[src/rtl/cisw_pkg.sv]
package cisw_pkg;

  typedef enum logic [1:0] {
    ST_IDLE,
    ST_ISSUE,
    ST_WAIT,
    ST_TAKE
  } walk_state_t;

  typedef enum logic [1:0] {
    FLD_TYPE,
    FLD_LINK,
    FLD_BODY
  } field_t;

  localparam logic [7:0] CHAIN_END = 8'hFF;

endpackage

[src/rtl/cisw_port_drv.sv]
module cisw_port_drv #(
  parameter int POS_W      = 14,
  parameter int ATTR_SHIFT = 1,
  localparam int ADDR_W    = POS_W + ATTR_SHIFT
) (
  input  logic              clk,
  input  logic              rst,
  input  logic              req,
  input  logic [POS_W-1:0]  pos,
  input  logic              attr,
  output logic              mem_rd,
  output logic [ADDR_W-1:0] mem_addr
);

  logic [ADDR_W-1:0] addr_c;

  // Scale the logical position by the stride of the selected space.
  always_comb begin
    if (attr) addr_c = ADDR_W'(pos) << ATTR_SHIFT;
    else      addr_c = ADDR_W'(pos);
  end

  always_ff @(posedge clk) begin
    if (rst) begin
      mem_rd   <= 1'b0;
      mem_addr <= '0;
    end else begin
      mem_rd <= req;
      if (req) mem_addr <= addr_c;
    end
  end

endmodule

[src/rtl/cisw_tuple_ctr.sv]
module cisw_tuple_ctr #(
  parameter int MAX_TUPLES = 1000,
  localparam int TW        = $clog2(MAX_TUPLES + 1)
) (
  input  logic clk,
  input  logic rst,
  input  logic clear,
  input  logic inc,
  output logic at_limit
);

  logic [TW-1:0] seen;

  always_ff @(posedge clk) begin
    if (rst || clear) seen <= '0;
    else if (inc && !at_limit) seen <= seen + TW'(1);
  end

  assign at_limit = (seen == TW'(MAX_TUPLES));

endmodule

[src/rtl/cisw_result_reg.sv]
module cisw_result_reg #(
  parameter int LEN_W = 9
) (
  input  logic             clk,
  input  logic             rst,
  input  logic             clear,
  input  logic             byte_we,
  input  logic [7:0]       byte_in,
  input  logic             fin,
  input  logic             fin_found,
  input  logic [LEN_W-1:0] fin_count,
  output logic [7:0]       out_byte,
  output logic             out_valid,
  output logic             done,
  output logic             found,
  output logic             not_found,
  output logic [LEN_W-1:0] count
);

  always_ff @(posedge clk) begin
    if (rst) begin
      out_byte  <= '0;
      out_valid <= 1'b0;
      done      <= 1'b0;
      found     <= 1'b0;
      not_found <= 1'b0;
      count     <= '0;
    end else begin
      out_valid <= byte_we;
      done      <= fin;
      if (byte_we) out_byte <= byte_in;
      if (clear) begin
        found     <= 1'b0;
        not_found <= 1'b0;
        count     <= '0;
      end else if (fin) begin
        found     <= fin_found;
        not_found <= !fin_found;
        count     <= fin_found ? fin_count : '0;
      end
    end
  end

endmodule

[src/rtl/cis_tuple_walker.sv]
module cis_tuple_walker #(
  parameter int REGION_BYTES = 8192,
  parameter int MAX_TUPLES   = 1000,
  parameter int LEN_W        = 9,
  parameter int ATTR_SHIFT   = 1,
  localparam int POS_W       = $clog2(REGION_BYTES) + 1,
  localparam int ADDR_W      = POS_W + ATTR_SHIFT
) (
  input  logic              clk,
  input  logic              rst,
  input  logic              start,
  input  logic [7:0]        want_code,
  input  logic [LEN_W-1:0]  max_len,
  input  logic              attr_space,
  output logic              busy,
  output logic              mem_rd,
  output logic [ADDR_W-1:0] mem_addr,
  input  logic [7:0]        mem_rdata,
  output logic [7:0]        out_byte,
  output logic              out_valid,
  output logic              done,
  output logic              found,
  output logic              not_found,
  output logic [LEN_W-1:0]  count
);

  import cisw_pkg::*;

  walk_state_t      state;
  field_t           field;
  logic [POS_W-1:0] pos;
  logic [7:0]       want_q;
  logic             attr_q;
  logic [LEN_W-1:0] maxl_q;
  logic [LEN_W-1:0] lim_q;
  logic [LEN_W-1:0] deliv_q;
  logic             hit_q;

  logic start_ok, past_end, tup_at_limit;
  logic fin, fin_found, rd_req, tup_inc, body_we;
  logic [LEN_W-1:0] link_len;

  assign start_ok = start && (state == ST_IDLE);
  assign past_end = (pos >= POS_W'(REGION_BYTES));
  assign busy     = (state != ST_IDLE);
  assign link_len = LEN_W'(mem_rdata);
  assign body_we  = (state == ST_TAKE) && (field == FLD_BODY);
  assign tup_inc  = (state == ST_TAKE) && (field == FLD_LINK) &&
                    (mem_rdata != CHAIN_END) && !hit_q;

  // Stop decisions: bounds before each read, terminators after each read.
  always_comb begin
    fin       = 1'b0;
    fin_found = 1'b0;
    rd_req    = 1'b0;
    if (state == ST_ISSUE) begin
      unique case (field)
        FLD_TYPE: begin
          if (tup_at_limit || past_end) fin = 1'b1;
          else rd_req = 1'b1;
        end
        FLD_LINK: begin
          if (past_end) fin = 1'b1;
          else rd_req = 1'b1;
        end
        default: begin
          if ((deliv_q == lim_q) || past_end) begin
            fin       = 1'b1;
            fin_found = 1'b1;
          end else begin
            rd_req = 1'b1;
          end
        end
      endcase
    end else if (state == ST_TAKE) begin
      if ((field != FLD_BODY) && (mem_rdata == CHAIN_END)) fin = 1'b1;
    end
  end

  always_ff @(posedge clk) begin
    if (rst) begin
      state   <= ST_IDLE;
      field   <= FLD_TYPE;
      pos     <= '0;
      want_q  <= '0;
      attr_q  <= 1'b0;
      maxl_q  <= '0;
      lim_q   <= '0;
      deliv_q <= '0;
      hit_q   <= 1'b0;
    end else begin
      unique case (state)
        ST_IDLE: begin
          if (start_ok) begin
            want_q  <= want_code;
            attr_q  <= attr_space;
            maxl_q  <= max_len;
            pos     <= '0;
            field   <= FLD_TYPE;
            deliv_q <= '0;
            hit_q   <= 1'b0;
            state   <= ST_ISSUE;
          end
        end
        ST_ISSUE: state <= fin ? ST_IDLE : ST_WAIT;
        ST_WAIT:  state <= ST_TAKE;
        default: begin
          if (fin) begin
            state <= ST_IDLE;
          end else begin
            state <= ST_ISSUE;
            unique case (field)
              FLD_TYPE: begin
                hit_q <= (mem_rdata == want_q);
                pos   <= pos + POS_W'(1);
                field <= FLD_LINK;
              end
              FLD_LINK: begin
                if (hit_q) begin
                  lim_q <= (link_len < maxl_q) ? link_len : maxl_q;
                  pos   <= pos + POS_W'(1);
                  field <= FLD_BODY;
                end else begin
                  pos   <= pos + POS_W'(1) + POS_W'(mem_rdata);
                  field <= FLD_TYPE;
                end
              end
              default: begin
                deliv_q <= deliv_q + LEN_W'(1);
                pos     <= pos + POS_W'(1);
              end
            endcase
          end
        end
      endcase
    end
  end

  cisw_port_drv #(
    .POS_W      (POS_W),
    .ATTR_SHIFT (ATTR_SHIFT)
  ) port_i (
    .clk      (clk),
    .rst      (rst),
    .req      (rd_req),
    .pos      (pos),
    .attr     (attr_q),
    .mem_rd   (mem_rd),
    .mem_addr (mem_addr)
  );

  cisw_tuple_ctr #(
    .MAX_TUPLES (MAX_TUPLES)
  ) tup_i (
    .clk      (clk),
    .rst      (rst),
    .clear    (start_ok),
    .inc      (tup_inc),
    .at_limit (tup_at_limit)
  );

  cisw_result_reg #(
    .LEN_W (LEN_W)
  ) res_i (
    .clk       (clk),
    .rst       (rst),
    .clear     (start_ok),
    .byte_we   (body_we),
    .byte_in   (mem_rdata),
    .fin       (fin),
    .fin_found (fin_found),
    .fin_count (deliv_q),
    .out_byte  (out_byte),
    .out_valid (out_valid),
    .done      (done),
    .found     (found),
    .not_found (not_found),
    .count     (count)
  );

endmodule

[config.mk]
export PLATFORM = sky130hd
export DESIGN_NAME = cis_tuple_walker
export DESIGN_NICKNAME = d
export VERILOG_FILES = /design/src/rtl/cisw_pkg.sv /design/src/rtl/cisw_port_drv.sv /design/src/rtl/cisw_tuple_ctr.sv /design/src/rtl/cisw_result_reg.sv /design/src/rtl/cis_tuple_walker.sv
export SDC_FILE = /design/constraint.sdc
export NUM_CORES = 1
export LEC_CHECK = 0
export CORE_MARGIN = 8
export CORE_UTILIZATION = 45
export DETAILED_ROUTE_END_ITERATION = 12
export DONT_BUFFER_PORTS = 1
export PLACE_DENSITY = 0.59
export SYNTH_ARGS = -nofsm -noshare
export SYNTH_HDL_FRONTEND = slang
export SYNTH_SLANG_ARGS = --single-unit
[constraint.sdc]
create_clock -name clk -period 3.14 [get_ports clk]
set_input_delay 0.628 -clock clk [delete_from_list [all_inputs] [get_ports clk]]
set_output_delay 0.628 -clock clk [all_outputs]
set_load 0.01 [all_outputs]
==> summary.md, run 1 <==
| Metric | Value |
|---|---|
| Buf/Inv on CP | 0 |
| Post-Place Cells | ~760 |
| RSZ-0062 raised after global routing | no |
| Slew Viols, Final | 0 |
| Initial antenna violation count | 0 |
| Fillers | 1,136 |
| R2r startpoint | pos[1] |
| Pin count of the biggest net entering global routing | 63 |
| Pwr Total | between 4 and 5 mW |
| Cell Chain, Critical Path | and2_1, nand4_1, xnor2_1, ha_1, a21boi_0, o31ai_1, o22a_2, o2111ai_1, a32o_1, mux2_2 |
| Multi-input logic area | 0.00323 sq mm |
| FF+latch count, synth | about 100 |
| Worst-path clk slew | about 70 ps |
| Hold Startpoint | rst |
| Worst hold path class | in -> reg |
| CTS tree | done |
| Clock Skew | between 7 and 8 ps |
| Grt ovf | 0 |
| Die width | between 100 and 150 um |
| Top FF cell, synth | dfxtp_1 |
| H-tree Lvls | 3 |
| Via count | between 4,000 and 5,000 |
| Drt first-iter violations | a little under 300 |
| Die H | ~130 um |
| Comb power frac | 30.5% |
| Worst Path Arrival | roughly 3200 ps |
| Total Neg Setup Slack | 0 ps |
| Vias in the first global route | between 4,000 and 5,000 |
| Placer congestion estimate | ~0.85 |
| Synthesized cell area | 0.00548 sq mm |
| Final ANT Viol Nets | 0 |
| Fin cells | between 700 and 800 |
| Max Fclk | about 340 MHz |
| Crit-path max FO | 6 |
| GR Util All Layers | ~17% |
| Pwr per Cell Area | between 600 and 700 mW/mm^2 |
| Post-Route WL | ~13,000 um |
| Sequential fraction of the synthesis area | 37.3% |
| Nets | ~700 |
| Initial Utilization | 45.8% |
| I/O Pins | 67 |
| Top delay family on crit path | compound AO/OA/AOI/OAI gates |
| Synthesized netlist cell count | between 600 and 700 |
| Setup CP Type | reg -> reg |
| Synthesized area per cell | around 8.6 sq um |
| Mapped Nets | roughly 700 |
| Crit-path max cell delay | approximately 420 ps |
| Reg2Reg Depth | 10 |
| Switch Pwr | 1.49 mW |
| Post-synth ARST share | 0% |
| WHS Endpoint | port_i.mem_addr[11] |
| Relative slew slack | between 20% and 30% |
| Proportion of layout cells with a drive suffix above 1 | 8.06% |
| VDD IR max | around 0.00025 V |
| Vias per cell | around 5.8 |
| Post-CTS Setup Repair Bufs | 0 |
| Post-synth EDFFs | 0 |
| Met3 Wirelength | 657 um |
| Flop pwr share | between 30% and 40% |
| WL per Instance | approximately 17 um |
| Clk sink count | ~100 |
| Worst setup EP type | flip-flop |
| YS warnings | 0 |
| Placeable Area | approximately 0.012 sq mm |
| Worst Setup Start Kind | flip-flop |
| Final Hold Viols | 0 |
| Met2 Wirelength | about 6700 um |
| First-pass GRT wire length | 22,600 um |
| CTS hold repair buffers | 0 |
| Wl on met1 | 5850 um |
| Worst R2R End | pos[9] |
| Switching Share | 36.3% |
| # diodes | 0 |
| Clock Latency Late Sink | between 300 and 400 ps |
| Yosys cell types | 64 |
| Area growth syn-to-layout | 8.61% |
| Status | completed |
| Req. time, crit path | ~3400 ps |
| Max-cap violations | 0 |
| Reg area | around 0.0020 sq mm |
| Top sig layer | met4 |
| R2R Setup Slk | roughly 190 ps |
| Lkg Pwr | 2.25 nW |
| Internal | ~2.6 mW |
| Period Utilization, post-route | between 90% and 100% |
| Detail Placement HPWL | about 10000 um |
| Slowest cell on the critical path | dfxtp_1 |
| Worst slew pin tran | roughly 1200 ps |
| Clock power frac | a little under a third |
| Final setup violation count | 0 |
| DRC Markers | 0 |
| Hold path depth | 1 |
| Inserted Clock Buffers | 9 |
| Tmin final | roughly 3000 ps |
| Cell row count | 40 |
| Die area | about 0.016 sq mm |
| Root Driver | clkbuf_16 |
| Port bufs | 0 |
| Pre-Repair DR Iteration Count | 5 |
| Clk buf depth | 2 |
how the worst max path moves through the flow:
stage                       from      to  slack (ps)  depth (start not counted)
after floorplan           pos[1]  pos[9]         100                         13
after global placement    pos[1]  pos[9]         240                         11
after detailed placement  pos[1]  pos[9]         130                         11
after CTS                 pos[1]  pos[9]         110                         11
after global routing      pos[1]  pos[9]         0.6                         11
final                     pos[1]  pos[9]         190                         10
through the flow:
stage	util [%]	hold slack, ps	setup slack (ps)	cell area (sq um)
final	49.7	338	194	5950
after global routing	49.7	333	0.588	5950
after CTS	49.6	329	107	5930
after detailed placement	46.8	452	129	5600
after global placement	46.8	442	241	5600
after floorplan	-	437	104	5480
logic make-up after synthesis:
family                   share of synthesized area [%]
AND/OR/NAND/NOR                                   21.4
buffers and inverters                             4.18
AO/OA/AOI/OAI                                     16.5
XOR/XNOR                                          7.19
adder cells (fa/ha/maj)                           6.76
multiplexers                                      6.62
flip-flops                                        37.3
power by group through the flow:
stage | Clock [mW] | Combinational, mW | Sequential, mW
floorplan | 0 | 0.996 | 1.59
global placement | 0 | 1.22 | 1.63
detailed placement | 0 | 1.25 | 1.64
CTS | 1.27 | 1.26 | 1.61
global route | 1.32 | 1.41 | 1.63
finish | 1.25 | 1.25 | 1.60
cell usage in the layout, fill, tap and decap left out, types with 14 or more instances in the layout:
master,instances
nand3_1,18
nor2_1,71
a211oi_1,14
dfxtp_1,102
xor2_1,26
inv_1,23
a21oi_1,50
ha_1,27
nand2_1,69
nand4_1,16
xnor2_1,17
mux2i_1,34
o21ai_0,19
layout make-up:
class | count | area share [%]
Multi-Input combinational cell | 481 | 54.2
Tap cell | 147 | 3.09
Timing Repair Buffer | 11 | 1.39
Inverter | 23 | 1.45
Sequential cell | 102 | 34.3
Clock inverter | 7 | 1.75
Clock buffer | 9 | 3.78
layer usage:
layer,GRT usage [%],up-vias
met3,3.56,15
met5,0,-
li1,-,2236
met2,29.7,93
met1,20.8,2141
met4,6.51,0
sequential cells by signal (all words and copies together), names as in the netlist:
signal and count:
port_i.mem_addr 15, maxl_q 9, res_i.out_byte 8, want_q 8, res_i.done 1, res_i.count 9
attr_q 1, res_i.out_valid 1, res_i.not_found 1, port_i.mem_rd 1, hit_q 1, lim_q 9
pos 14, deliv_q 9, state 2, tup_i.seen 10, res_i.found 1, field 2
Yosys cell counts (all sizes together) (3+ instances only):
cell / n / area, sq um
dfxtp: 102 / 2040
nor2: 71 / 267
nand2: 69 / 259
a21oi: 52 / 268
mux2i: 34 / 340
ha: 28 / 350
xor2: 26 / 228
clkbuf: 25 / 93.8
inv: 23 / 86.3
o21ai: 21 / 109
xnor2: 19 / 166
nand3: 18 / 90.1
nand4: 16 / 100
a211oi: 14 / 105
a22oi: 12 / 90.1
buf: 9 / 48.8
and3: 8 / 55.1
nor3: 8 / 45.0
nor2b: 7 / 43.8
o31ai: 6 / 45.0
nand2b: 5 / 31.3
nor4: 5 / 67.6
and2: 4 / 25.0
nand3b: 4 / 30.0
nor3b: 4 / 35.0
o211ai: 4 / 30.0
or3: 4 / 25.0
a21o: 3 / 22.5
a311oi: 3 / 32.5
a31oi: 3 / 18.8
o21a: 3 / 22.5
or2: 3 / 18.8
or4: 3 / 22.5
what timing repair did:
item                       4_1_cts  5_1_grt
setup endpoints to repair        0        2
resized for setup                0        4
hold endpoints to repair         0        0
(Power assumes the default switching activity.)
==> inputs of run 2 (changes only) <==
CORE_UTILIZATION = 25   (was 45)
PLACE_DENSITY = 0.37   (was 0.59)
clock period = 2.45 ns   (was 3.14 ns; I/O delays follow)
==> summary.md, run 2 (synthesis results as in run 1) <==
| Metric | Value |
|---|---|
| VDD IR max | 0.000322 V (was 0.000252 V) |
| Internal | 3.49 mW (was 2.61 mW) |
| Final ANT Viol Nets | 0 (unchanged) |
| Switching Share | 37.3% (was 36.3%) |
| Pin count of the biggest net entering global routing | 63 (unchanged) |
| Buf/Inv on CP | 0 (unchanged) |
| Post-Route WL | 16,200 um (was 13,400 um) |
| Worst Path Arrival | 2910 ps (was 3190 ps) |
| First-pass GRT wire length | 25,700 um (was 22,600 um) |
| CTS tree | done (unchanged) |
| GR Util All Layers | 12.2% (was 17.3%) |
| Vias per cell | 4.77 (was 5.75) |
| Pwr per Cell Area | 818 mW/mm^2 (was 689 mW/mm^2) |
| Die width | 164 um (was 126 um) |
| Nets | 746 (was 686) |
| Drt first-iter violations | 261 (was 297) |
| Grt ovf | 0 (unchanged) |
| Commonest non-fill, non-tap cells in the layout | dfxtp_1 (96), nor2_1 (71), nand2_1 (68), buf_4 (67), a21oi_1 (46) (was dfxtp_1 (102), nor2_1 (71), nand2_1 (69), a21oi_1 (50), mux2i_1 (34)) |
| Die area | 0.0269 sq mm (was 0.0160 sq mm) |
| Via count | 4,643 (was 4,485) |
| Fillers | 2,252 (was 1,136) |
| Clk buf depth | 2 (unchanged) |
| Initial antenna violation count | 0 (unchanged) |
| Clock power frac | 25.9% (was 30.4%) |
| Clock Latency Late Sink | 360 ps (about the same) |
| Failing checks | setup timing |
| Placeable Area | 0.0217 sq mm (was 0.0120 sq mm) |
| Reg2Reg Depth | 11 (was 10) |
| Fin util | 31.4% (was 49.7%) |
| Pre-Repair DR Iteration Count | 4 (was 5) |
| Vias in the first global route | 4,711 (was 4,469) |
| Top delay family on crit path | compound AO/OA/AOI/OAI gates (unchanged) |
| Setup CP Type | reg -> reg (unchanged) |
| # diodes | 0 (unchanged) |
| Initial Utilization | 25.3% (was 45.8%) |
| Worst setup margin | -215 ps (was 194 ps) |
| WL per Instance | 16.7 um (was 17.1 um) |
| Crit path depth | 11 (was 10) |
| Die H | 164 um (was 126 um) |
| Fin area | 0.00680 sq mm (was 0.00595 sq mm) |
| Comb power frac | 37.0% (was 30.5%) |
| CP dominant cell by count | ha_4 |
| Final Hold Viols | 0 (unchanged) |
| Inserted Clock Buffers | 9 (unchanged) |
| Period Utilization, post-route | 109% (was 93.8%) |
| Req. time, crit path | 2690 ps (was 3390 ps) |
| Max-cap violations | 0 (unchanged) |
| Port bufs | 0 (unchanged) |
| DP Area | 0.00627 sq mm (was 0.00560 sq mm) |
| Max reg flops | 15 (unchanged) |
| Slowest cell on the critical path | dfxtp_4 (was dfxtp_1) |
| I/O Pins | 67 (unchanged) |
| Final setup violation count | 6 (was 0) |
| Crit-path max FO | 5 (was 6) |
| Detail Placement HPWL | 11,900 um (was 9760 um) |
| Largest reg by FF count | port_i.mem_addr (unchanged) |
| Worst slew pin tran | 850 ps (was 1170 ps) |
| Most common cell after layout, fill and taps aside | dfxtp_1 (unchanged) |
| Cell row count | 54 (was 40) |
| Placer congestion estimate | 0.843 (was 0.847) |
| DRC Markers | 0 (unchanged) |
| Largest registers | port_i.mem_addr: 15 flops, pos: 14 flops, tup_i.seen: 10 flops (unchanged) |
| Worst-path clk slew | 80 ps (was 70 ps) |
| Proportion of layout cells with a drive suffix above 1 | 21.2% (was 8.06%) |
| Worst hold path class | in -> reg (unchanged) |
| Root Driver | clkbuf_16 (unchanged) |
| Total Neg Setup Slack | -563 ps (was 0 ps) |
| H-tree Lvls | 3 (unchanged) |
| Crit-path max cell delay | 380 ps (was 420 ps) |
| Cell Chain, Critical Path | ha_4, nand3_4, xnor2_4, ha_4, a21oi_4, a21boi_4, o31ai_2, o22a_2, o2111ai_2, a32o_1, mux2_4 (was and2_1, nand4_1, xnor2_1, ha_1, a21boi_0, o31ai_1, o22a_2, o2111ai_1, a32o_1, mux2_2) |
| Area growth syn-to-layout | 24.2% (was 8.61%) |
| Worst setup EP type | flip-flop (unchanged) |
| Worst Setup Start Kind | flip-flop (unchanged) |
| Switch Pwr | 2.08 mW (was 1.49 mW) |
| Flop pwr share | 37.0% (was 39.1%) |
| Clock Skew | 14.6 ps (was 7.07 ps) |
| Status | complete, but fails checks (was completed) |
| Max Fclk | 375 MHz (was 339 MHz) |
| Hold path depth | 1 (unchanged) |
| Relative slew slack | 43.3% (was 21.8%) |
| RSZ-0062 raised after global routing | yes (was no) |
| Slew Viols, Final | 0 (unchanged) |
| Clk sink count | 102 (unchanged) |
| Lkg Pwr | 2.60 nW (was 2.25 nW) |
| Tmin final | 2660 ps (was 2950 ps) |
==> run 2: changes by cell type in the layout (fill, tap and decap cells not counted), moves of 4 or more <==
cell,before,now
buf_4,11,67
a21oi_1,50,46
ha_1,27,22
ha_4,0,4
xnor2_1,17,13
dfxtp_1,102,96
==> run 2: metal layers <==
metal / vias up / track usage, % / routed length (um)
met3: 15 / 2.51 / 821
li1: 2350 / - / -
met2: 82 / 20.7 / 7780
met1: 2196 / 15.1 / 7360
met5: - / 0 / 0
met4: 0 / 4.42 / 279
==> run 2: final timing paths <==
kind,from,to,slack (ps)
min reg2reg,maxl_q[8],maxl_q[8],460
max,pos[0],pos[9],-210
max reg2reg,pos[0],pos[9],-210
min,rst,pos[10],200
==> run 2: power groups by stage <==
stage               Sequential [mW]  Clock (mW)  Combinational [mW]
finish                         2.06        1.44                2.06
global route                   2.10        1.55                2.29
CTS                            2.07        1.49                2.04
detailed placement             2.10           0                2.00
global placement               2.10           0                1.99
floorplan                      2.05           0                1.29
==> run 2: timing repair <==
| action | 4_1_cts | 5_1_grt |
|---|---|---|
| buffers inserted | 1 | 2 |
| hold buffers | 0 | 0 |
| gates resized for setup | 19 | 24 |
| setup endpoints to repair | 17 | 9 |
| pin swaps | 9 | 9 |
==> run 2: metrics by stage <==
stage                     cells  setup WS (ps)  hold slack [ps]  power (mW)
after global placement      954           -305              449        4.09
final                       973           -215              199        5.57
after detailed placement    954           -378              455        4.10
after CTS                   971           -159              180        5.60
after global routing        973           -317              181        5.93
after floorplan             640           -289              437        3.34
==> run 2: final cells by class <==
cell class	count	area [sq um]	area share (%)
repair buffers	71	557	8.18
multi-input cells	481	3460	50.9
well taps	280	350	5.15
clock inverters	4	35.0	0.515
flip-flops and latches	102	2060	30.2
clock buffers	12	256	3.77
inverters	23	86.3	1.27
==> run 2: worst register-to-register path, cell delays in order, from the launching register on <==
cell	delay, ps
dfxtp_4	380
ha_4	150
nand3_4	100
xnor2_4	210
ha_4	250
a21oi_4	200
a21boi_4	80
o31ai_2	260
o22a_2	270
o2111ai_2	130
a32o_1	260
mux2_4	250
